**config.mk**
```make
export PLATFORM = sky130hd
export DESIGN_NAME = bg_crc_scrubber
export DESIGN_NICKNAME = d
export VERILOG_FILES = /design/src/rtl/crc_scrub_pkg.sv /design/src/rtl/crc_scrub_tick.sv /design/src/rtl/crc_scrub_engine.sv /design/src/rtl/crc_scrub_judge.sv /design/src/rtl/bg_crc_scrubber.sv
export SDC_FILE = /design/constraint.sdc
export NUM_CORES = 1
export LEC_CHECK = 0
export ABC_CLOCK_PERIOD_IN_PS = 4340
export BUFFER_PORTS_ARGS = -buffer_cell sky130_fd_sc_hd__buf_2
export CORE_UTILIZATION = 50
export DETAILED_ROUTE_END_ITERATION = 8
export GPL_TIMING_DRIVEN = 0
export PLACE_DENSITY = 0.72
export SYNTH_ARGS = -nofsm -noshare
export SYNTH_HDL_FRONTEND = slang
export SYNTH_SLANG_ARGS = --single-unit
```
**constraint.sdc**
```tcl
create_clock -name clk -period 4.34 [get_ports clk]
set_input_delay 0.217 -clock clk [delete_from_list [all_inputs] [get_ports clk]]
set_output_delay 0.217 -clock clk [all_outputs]
set_load 0.01 [all_outputs]
```
**src/rtl/crc_scrub_pkg.sv**
```systemverilog
package crc_scrub_pkg;

    localparam int WORD_W = 32;
    localparam logic [WORD_W-1:0] CRC_POLY = 32'h04C1_1DB7;
    localparam logic [WORD_W-1:0] CRC_SEED = 32'hFFFF_FFFF;

    typedef enum logic [1:0] {
        ST_IDLE  = 2'd0,
        ST_REF   = 2'd1,
        ST_CHECK = 2'd2
    } scan_state_t;

    // Fold one word into the running CRC, most significant data bit first.
    function automatic logic [WORD_W-1:0] crc_fold_word(
        input logic [WORD_W-1:0] crc_in,
        input logic [WORD_W-1:0] word
    );
        logic [WORD_W-1:0] acc;
        acc = crc_in;
        for (int b = WORD_W - 1; b >= 0; b--) begin
            if (acc[WORD_W-1] ^ word[b]) begin
                acc = {acc[WORD_W-2:0], 1'b0} ^ CRC_POLY;
            end else begin
                acc = {acc[WORD_W-2:0], 1'b0};
            end
        end
        return acc;
    endfunction

endpackage

```
**src/rtl/crc_scrub_tick.sv**
```systemverilog
module crc_scrub_tick #(
    parameter int DIV_W = 8
) (
    input  logic             clk,
    input  logic             rst_n,
    input  logic             run,
    input  logic             load,
    input  logic [DIV_W-1:0] div_in,
    output logic             tick
);

    logic [DIV_W-1:0] div_act_q;
    logic [DIV_W-1:0] phase_q;

    assign tick = run && (phase_q == div_act_q);

    always_ff @(posedge clk) begin
        if (!rst_n) begin
            div_act_q <= '0;
            phase_q   <= '0;
        end else if (load) begin
            div_act_q <= div_in;
            phase_q   <= '0;
        end else if (run) begin
            if (tick) begin
                phase_q <= '0;
            end else begin
                phase_q <= phase_q + 1'b1;
            end
        end
    end

    // the phase counter never runs past the latched divider value
    a_r5_phase_bound: assert property (@(posedge clk) disable iff (!rst_n)
        phase_q <= div_act_q);

    // with run low and no load, the phase holds
    a_r7_phase_frozen: assert property (@(posedge clk) disable iff (!rst_n)
        (!run && !load) |=> $stable(phase_q));

    // the latched divider only moves on a load
    a_r6_div_held: assert property (@(posedge clk) disable iff (!rst_n)
        !load |=> $stable(div_act_q));

endmodule

```
**src/rtl/crc_scrub_engine.sv**
```systemverilog
module crc_scrub_engine
    import crc_scrub_pkg::*;
(
    input  logic              clk,
    input  logic              rst_n,
    input  logic              step,
    input  logic              last,
    input  logic [WORD_W-1:0] word,
    output logic [WORD_W-1:0] crc_next
);

    logic [WORD_W-1:0] crc_q;

    assign crc_next = crc_fold_word(crc_q, word);

    always_ff @(posedge clk) begin
        if (!rst_n) begin
            crc_q <= CRC_SEED;
        end else if (step) begin
            if (last) begin
                crc_q <= CRC_SEED;
            end else begin
                crc_q <= crc_next;
            end
        end
    end

    // the partial CRC holds whenever no word is consumed
    a_r7_crc_frozen: assert property (@(posedge clk) disable iff (!rst_n)
        !step |=> $stable(crc_q));

endmodule

```
**src/rtl/crc_scrub_judge.sv**
```systemverilog
module crc_scrub_judge
    import crc_scrub_pkg::*;
(
    input  logic              clk,
    input  logic              rst_n,
    input  logic              close,
    input  logic              capture,
    input  logic [WORD_W-1:0] final_crc,
    input  logic              err_clear,
    output logic              pass_done,
    output logic [WORD_W-1:0] sig_out,
    output logic              crc_error
);

    logic [WORD_W-1:0] ref_q;
    logic              mismatch;

    assign mismatch = close && !capture && (final_crc != ref_q);

    always_ff @(posedge clk) begin
        if (!rst_n) begin
            ref_q     <= '0;
            sig_out   <= '0;
            pass_done <= 1'b0;
            crc_error <= 1'b0;
        end else begin
            pass_done <= close;
            if (close) begin
                sig_out <= final_crc;
            end
            if (capture) begin
                ref_q <= final_crc;
            end
            if (mismatch) begin
                crc_error <= 1'b1;
            end else if (err_clear) begin
                crc_error <= 1'b0;
            end
        end
    end

    // error stays high unless cleared
    a_r4_sticky: assert property (@(posedge clk) disable iff (!rst_n)
        (crc_error && !err_clear) |=> crc_error);

    // the reference pass never raises the error
    a_r2_ref_quiet: assert property (@(posedge clk) disable iff (!rst_n)
        (capture && !crc_error) |=> !crc_error);

    // the error can only rise together with a pass_done pulse
    a_r3_rise_at_done: assert property (@(posedge clk) disable iff (!rst_n)
        $rose(crc_error) |-> pass_done);

    // the signature only changes at a pass end
    a_r1_sig_held: assert property (@(posedge clk) disable iff (!rst_n)
        !close |=> $stable(sig_out));

endmodule

```
**src/rtl/bg_crc_scrubber.sv**
```systemverilog
module bg_crc_scrubber
    import crc_scrub_pkg::*;
#(
    parameter int ADDR_W = 6,
    parameter int DIV_W  = 8
) (
    input  logic              clk,
    input  logic              rst_n,
    input  logic              enable,
    input  logic [DIV_W-1:0]  div_value,
    input  logic              err_clear,
    output logic [ADDR_W-1:0] mem_addr,
    input  logic [WORD_W-1:0] mem_rdata,
    output logic              pass_done,
    output logic [WORD_W-1:0] sig_out,
    output logic              crc_error
);

    localparam logic [ADDR_W-1:0] LAST_ADDR = '1;

    scan_state_t       state_q;
    scan_state_t       state_d;
    logic [ADDR_W-1:0] addr_q;

    logic              tick;
    logic              run;
    logic              start;
    logic              at_last;
    logic              wrap;
    logic              capture;
    logic              div_load;
    logic [WORD_W-1:0] crc_next;

    // State register
    always_ff @(posedge clk) begin
        if (!rst_n) begin
            state_q <= ST_IDLE;
        end else begin
            state_q <= state_d;
        end
    end

    // Next state: START, REF_DONE, and the CHECK self-loop
    always_comb begin
        state_d = state_q;
        unique case (state_q)
            ST_IDLE:  if (enable) state_d = ST_REF;
            ST_REF:   if (wrap)   state_d = ST_CHECK;
            ST_CHECK: state_d = ST_CHECK;
            default:  state_d = ST_IDLE;
        endcase
    end

    // Outputs of the controller
    always_comb begin
        run     = 1'b0;
        start   = 1'b0;
        capture = 1'b0;
        unique case (state_q)
            ST_IDLE: begin
                start = enable;
            end
            ST_REF: begin
                run     = enable;
                capture = wrap;
            end
            ST_CHECK: begin
                run = enable;
            end
            default: begin
                run = 1'b0;
            end
        endcase
    end

    assign at_last  = (addr_q == LAST_ADDR);
    assign wrap     = tick && at_last;
    assign div_load = start || wrap;
    assign mem_addr = addr_q;

    // Address counter
    always_ff @(posedge clk) begin
        if (!rst_n) begin
            addr_q <= '0;
        end else if (tick) begin
            addr_q <= addr_q + 1'b1;
        end
    end

    crc_scrub_tick #(
        .DIV_W (DIV_W)
    ) u_tick (
        .clk    (clk),
        .rst_n  (rst_n),
        .run    (run),
        .load   (div_load),
        .div_in (div_value),
        .tick   (tick)
    );

    crc_scrub_engine u_engine (
        .clk      (clk),
        .rst_n    (rst_n),
        .step     (tick),
        .last     (at_last),
        .word     (mem_rdata),
        .crc_next (crc_next)
    );

    crc_scrub_judge u_judge (
        .clk       (clk),
        .rst_n     (rst_n),
        .close     (wrap),
        .capture   (capture),
        .final_crc (crc_next),
        .err_clear (err_clear),
        .pass_done (pass_done),
        .sig_out   (sig_out),
        .crc_error (crc_error)
    );

    // address holds while the scan is disabled
    a_r7_addr_frozen: assert property (@(posedge clk) disable iff (!rst_n)
        !enable |=> $stable(mem_addr));

    // the address only ever steps by one, wrapping
    a_r5_addr_step: assert property (@(posedge clk) disable iff (!rst_n)
        !$stable(mem_addr) |-> (mem_addr == ($past(mem_addr) + 1'b1)));

    // once checking, the controller never returns to reference capture
    a_r2_check_stays: assert property (@(posedge clk) disable iff (!rst_n)
        (state_q == ST_CHECK) |=> (state_q == ST_CHECK));

    // pass_done is a single-cycle pulse
    a_r5_done_pulse: assert property (@(posedge clk) disable iff (!rst_n)
        pass_done |=> !pass_done);

    // idle with enable low gives no pass end
    a_r8_idle_quiet: assert property (@(posedge clk) disable iff (!rst_n)
        (state_q == ST_IDLE) |=> !pass_done);

endmodule

```
==> results.md <==
- Growth of design area from synthesis to finish: 35.5%
- Type of element launching the critical path: flop
- Initial Util: 51.4%
- Overall routing resource usage: 29.6%
- Total number of vias: 7395
- Worst slew slack as a fraction of its limit: 39.2%
- Syn Nets: 907
- Global-route wire length before repair: 39000 um
- Residual overflow from global routing: 0
- Number of enable flip-flop cells after synthesis: 0
- Die width: 133 um
- Violated checks: negative setup slack
- Nets: 1104
- Number of remaining DRC errors: 0
- Number of instances in the synthesized netlist: 858
- Antenna violations before repair: 0
- Largest net degree at the start of global routing: 17
- Hold Path Class: primary input to flop
- Share of layout cells above drive strength 1: 32.0%
- Final worst clock skew: 12.9 ps
- First drt pass iteration count: 7
- Number of fillers in the final layout: 1091
- Die area: 17600 um^2
- Syn_area_per_cell: 9.97 um^2
- Total instance count after detailed placement: 1161
- RSZ-0062 raised after global routing: yes
- Outcome: finished, violations left
- Port Buffer Count: 83
- Synthesis warning total: 0
- Post-synth ARST share: 0%
- Hold buffers post-CTS: 0
- Synth unique cells: 52
- Critical Path Sink Type: flop
- Weighted congestion at the end of routability-driven global placement: 0.908
- Per-cell via count in the routed design: 5.74
- Flop and latch count out of synthesis: 122
- Final ANT Viol Nets: 0
- Type of the worst setup path: flop to flop
- Y dimension of the die: 133 um
- Netlist Area Pre-Place: 8560 um^2
- Final period util: 108%
- Vias in the first global route: 6799
- Number of standard cells in the final layout excluding fillers: 1288
- Area fraction of the dominant cell type after synthesis: 28.5%
- Post-DP HPWL: 17700 um
- Average wire length per cell after detail routing: 22.9 um
- I/O pin cnt: 84
- Ranking of synthesized cells by area: sky130_fd_sc_hd__dfxtp_1 29%, sky130_fd_sc_hd__xnor2_1 19%, sky130_fd_sc_hd__xnor3_1 14%
- Antenna fix cells: 0
- Biggest area consumer among synthesized cells: sky130_fd_sc_hd__dfxtp_1
- Slew at the pin closest to its max-slew limit: 906 ps
- Period minus WS final: 4680 ps
- Number of endpoints failing setup at the final stage: 1
- H-tree depth: 4
- Data required time at the worst endpoint: 4630 ps
- Area of the placeable core: 16600 um^2
- Clk sinks: 122
- Total routed wirelength: 29500 um
- Post-synthesis sequential area ratio: 28.5%
- Signal arrival time at the worst endpoint: 4980 ps
- Clock Pin Slew Worst Setup and Hold Paths: 60 ps
- Max-Cap Viols: 0
- Final count of pins violating max slew: 0
- Most common cell in the netlist: sky130_fd_sc_hd__xnor2_1
- Maximum frequency from static timing analysis: 213 MHz
- Most frequent cells after synthesis: 187 x sky130_fd_sc_hd__xnor2_1, 122 x sky130_fd_sc_hd__dfxtp_1, 96 x sky130_fd_sc_hd__nor2_1, 94 x sky130_fd_sc_hd__nand2_1, 55 x sky130_fd_sc_hd__a211oi_1
- Root Buffer: sky130_fd_sc_hd__clkbuf_16
- Maximum net fanout on the critical path: 6
- Post-route worst setup slack: -345 ps
- Final hold vios: 0
- Inserted Clock Buffers: 17
- Number of DRC markers in iteration 0: 790
- Most used flip-flop cell after synthesis: sky130_fd_sc_hd__dfxtp_1
- TritonCTS clock tree: built
- Row count: 47
- Buffers from clock root to sink, at most: 2
- Skew-Pair Late Insertion Delay: 440 ps
layer usage:
| layer | routed length [um] | share of wire (%) | track usage (%) |
|---|---|---|---|
| met5 | 0 | 0 | 0 |
| met4 | 1870 | 6.3 | 14.6 |
| met3 | 2640 | 9.0 | 6.70 |
| met2 | 13900 | 47 | 47.3 |
| met1 | 11100 | 37 | 37.8 |
worst max-delay path, cell delays in order (launching register included):
cell	delay (ps)
sky130_fd_sc_hd__dfxtp_2	350
sky130_fd_sc_hd__xnor2_4	200
sky130_fd_sc_hd__buf_8	150
sky130_fd_sc_hd__xnor3_2	450
sky130_fd_sc_hd__xnor3_2	460
sky130_fd_sc_hd__buf_4	170
sky130_fd_sc_hd__buf_4	130
sky130_fd_sc_hd__buf_4	140
sky130_fd_sc_hd__xnor3_1	400
sky130_fd_sc_hd__xnor2_1	320
sky130_fd_sc_hd__xnor2_1	190
sky130_fd_sc_hd__xnor2_2	490
sky130_fd_sc_hd__xnor2_1	150
sky130_fd_sc_hd__a2111oi_0	540
sky130_fd_sc_hd__and4_1	270
sky130_fd_sc_hd__a31oi_1	110
cells in the final DEF (no fill, tap or decap), types with 6 or more instances in the layout:
cell,n
sky130_fd_sc_hd__a211oi_1,55
sky130_fd_sc_hd__a21oi_1,24
sky130_fd_sc_hd__buf_12,7
sky130_fd_sc_hd__buf_2,83
sky130_fd_sc_hd__buf_4,85
sky130_fd_sc_hd__buf_6,6
sky130_fd_sc_hd__clkbuf_1,29
sky130_fd_sc_hd__clkbuf_16,17
sky130_fd_sc_hd__dfxtp_1,116
sky130_fd_sc_hd__inv_1,7
sky130_fd_sc_hd__nand2_1,94
sky130_fd_sc_hd__nand3_1,10
sky130_fd_sc_hd__nand4_1,6
sky130_fd_sc_hd__nor2_1,96
sky130_fd_sc_hd__o21ai_0,36
sky130_fd_sc_hd__xnor2_1,131
sky130_fd_sc_hd__xnor2_2,38
sky130_fd_sc_hd__xnor2_4,29
sky130_fd_sc_hd__xnor3_1,36
sky130_fd_sc_hd__xnor3_2,24
sky130_fd_sc_hd__xor2_1,41
sky130_fd_sc_hd__xor2_2,6
sky130_fd_sc_hd__xor2_4,10
sky130_fd_sc_hd__xor3_2,7
logic make-up after synthesis:
family	synth area share [%]
AOI/OAI and AO/OA	9.42
and+or+nand+nor	11.5
DFF	28.5
muxes	0.351
buffers and inverters	2.08
adders and majority gates	0.731
xor gates and xnor gates	47.4
timing repair:
| action | CTS | global route |
|---|---|---|
| resized for setup | 74 | 63 |
| hold endpoints to repair | 0 | 0 |
| buffers inserted | 43 | 52 |
| setup endpoints to repair | 24 | 4 |
| pin swaps | 32 | 49 |
stage by stage:
step	TNS (ps)	instance area [um^2]	hold WS [ps]	worst slack, ps	utilization, %
2_1_floorplan	0	8580	355	23.6	-
3_3_place_gp	-2120	9270	454	-801	55.7
3_5_place_dp	-2540	9270	462	-827	55.7
4_1_cts	0	10800	19.8	6.50	64.7
5_1_grt	-424	11600	31.1	-358	69.7
6_report	-345	11600	27.1	-345	69.7
worst paths after layout:
check | startpoint | end | slack [ps] | cells past startpoint
max | u_engine.crc_q[25] | u_judge.crc_error | -340 | 15
min | div_value[4] | u_tick.div_act_q[4] | 30 | 3
max reg2reg | u_engine.crc_q[25] | u_judge.crc_error | -340 | 15
min reg2reg | u_tick.div_act_q[1] | u_tick.div_act_q[1] | 470 | 2
state kept, by name, summed over array words and instances, names as in the netlist:
signal             count
u_tick.phase_q         8
u_tick.div_act_q       8
u_judge.sig_out       32
state_q                2
u_judge.pass_done      1
u_engine.crc_q        32
mem_addr               6
u_judge.ref_q         32
u_judge.crc_error      1
area by class of cell:
cell class	count	area (um^2)	share of cell area [%]
Multi-Input combinational cell	693	6860	59.2
Sequential cell	122	2450	21.1
Timing Repair Buffer	178	1240	10.7
Clock buffer	19	443	3.82
Tap cell	220	275	2.37
Buffer	35	154	1.33
Clock inverter	13	144	1.24
Inverter	8	30.0	0.259
Power is left out: the tool's default activity adds up to more than one toggle a clock period on the data nets, which glitch-free logic cannot reach.
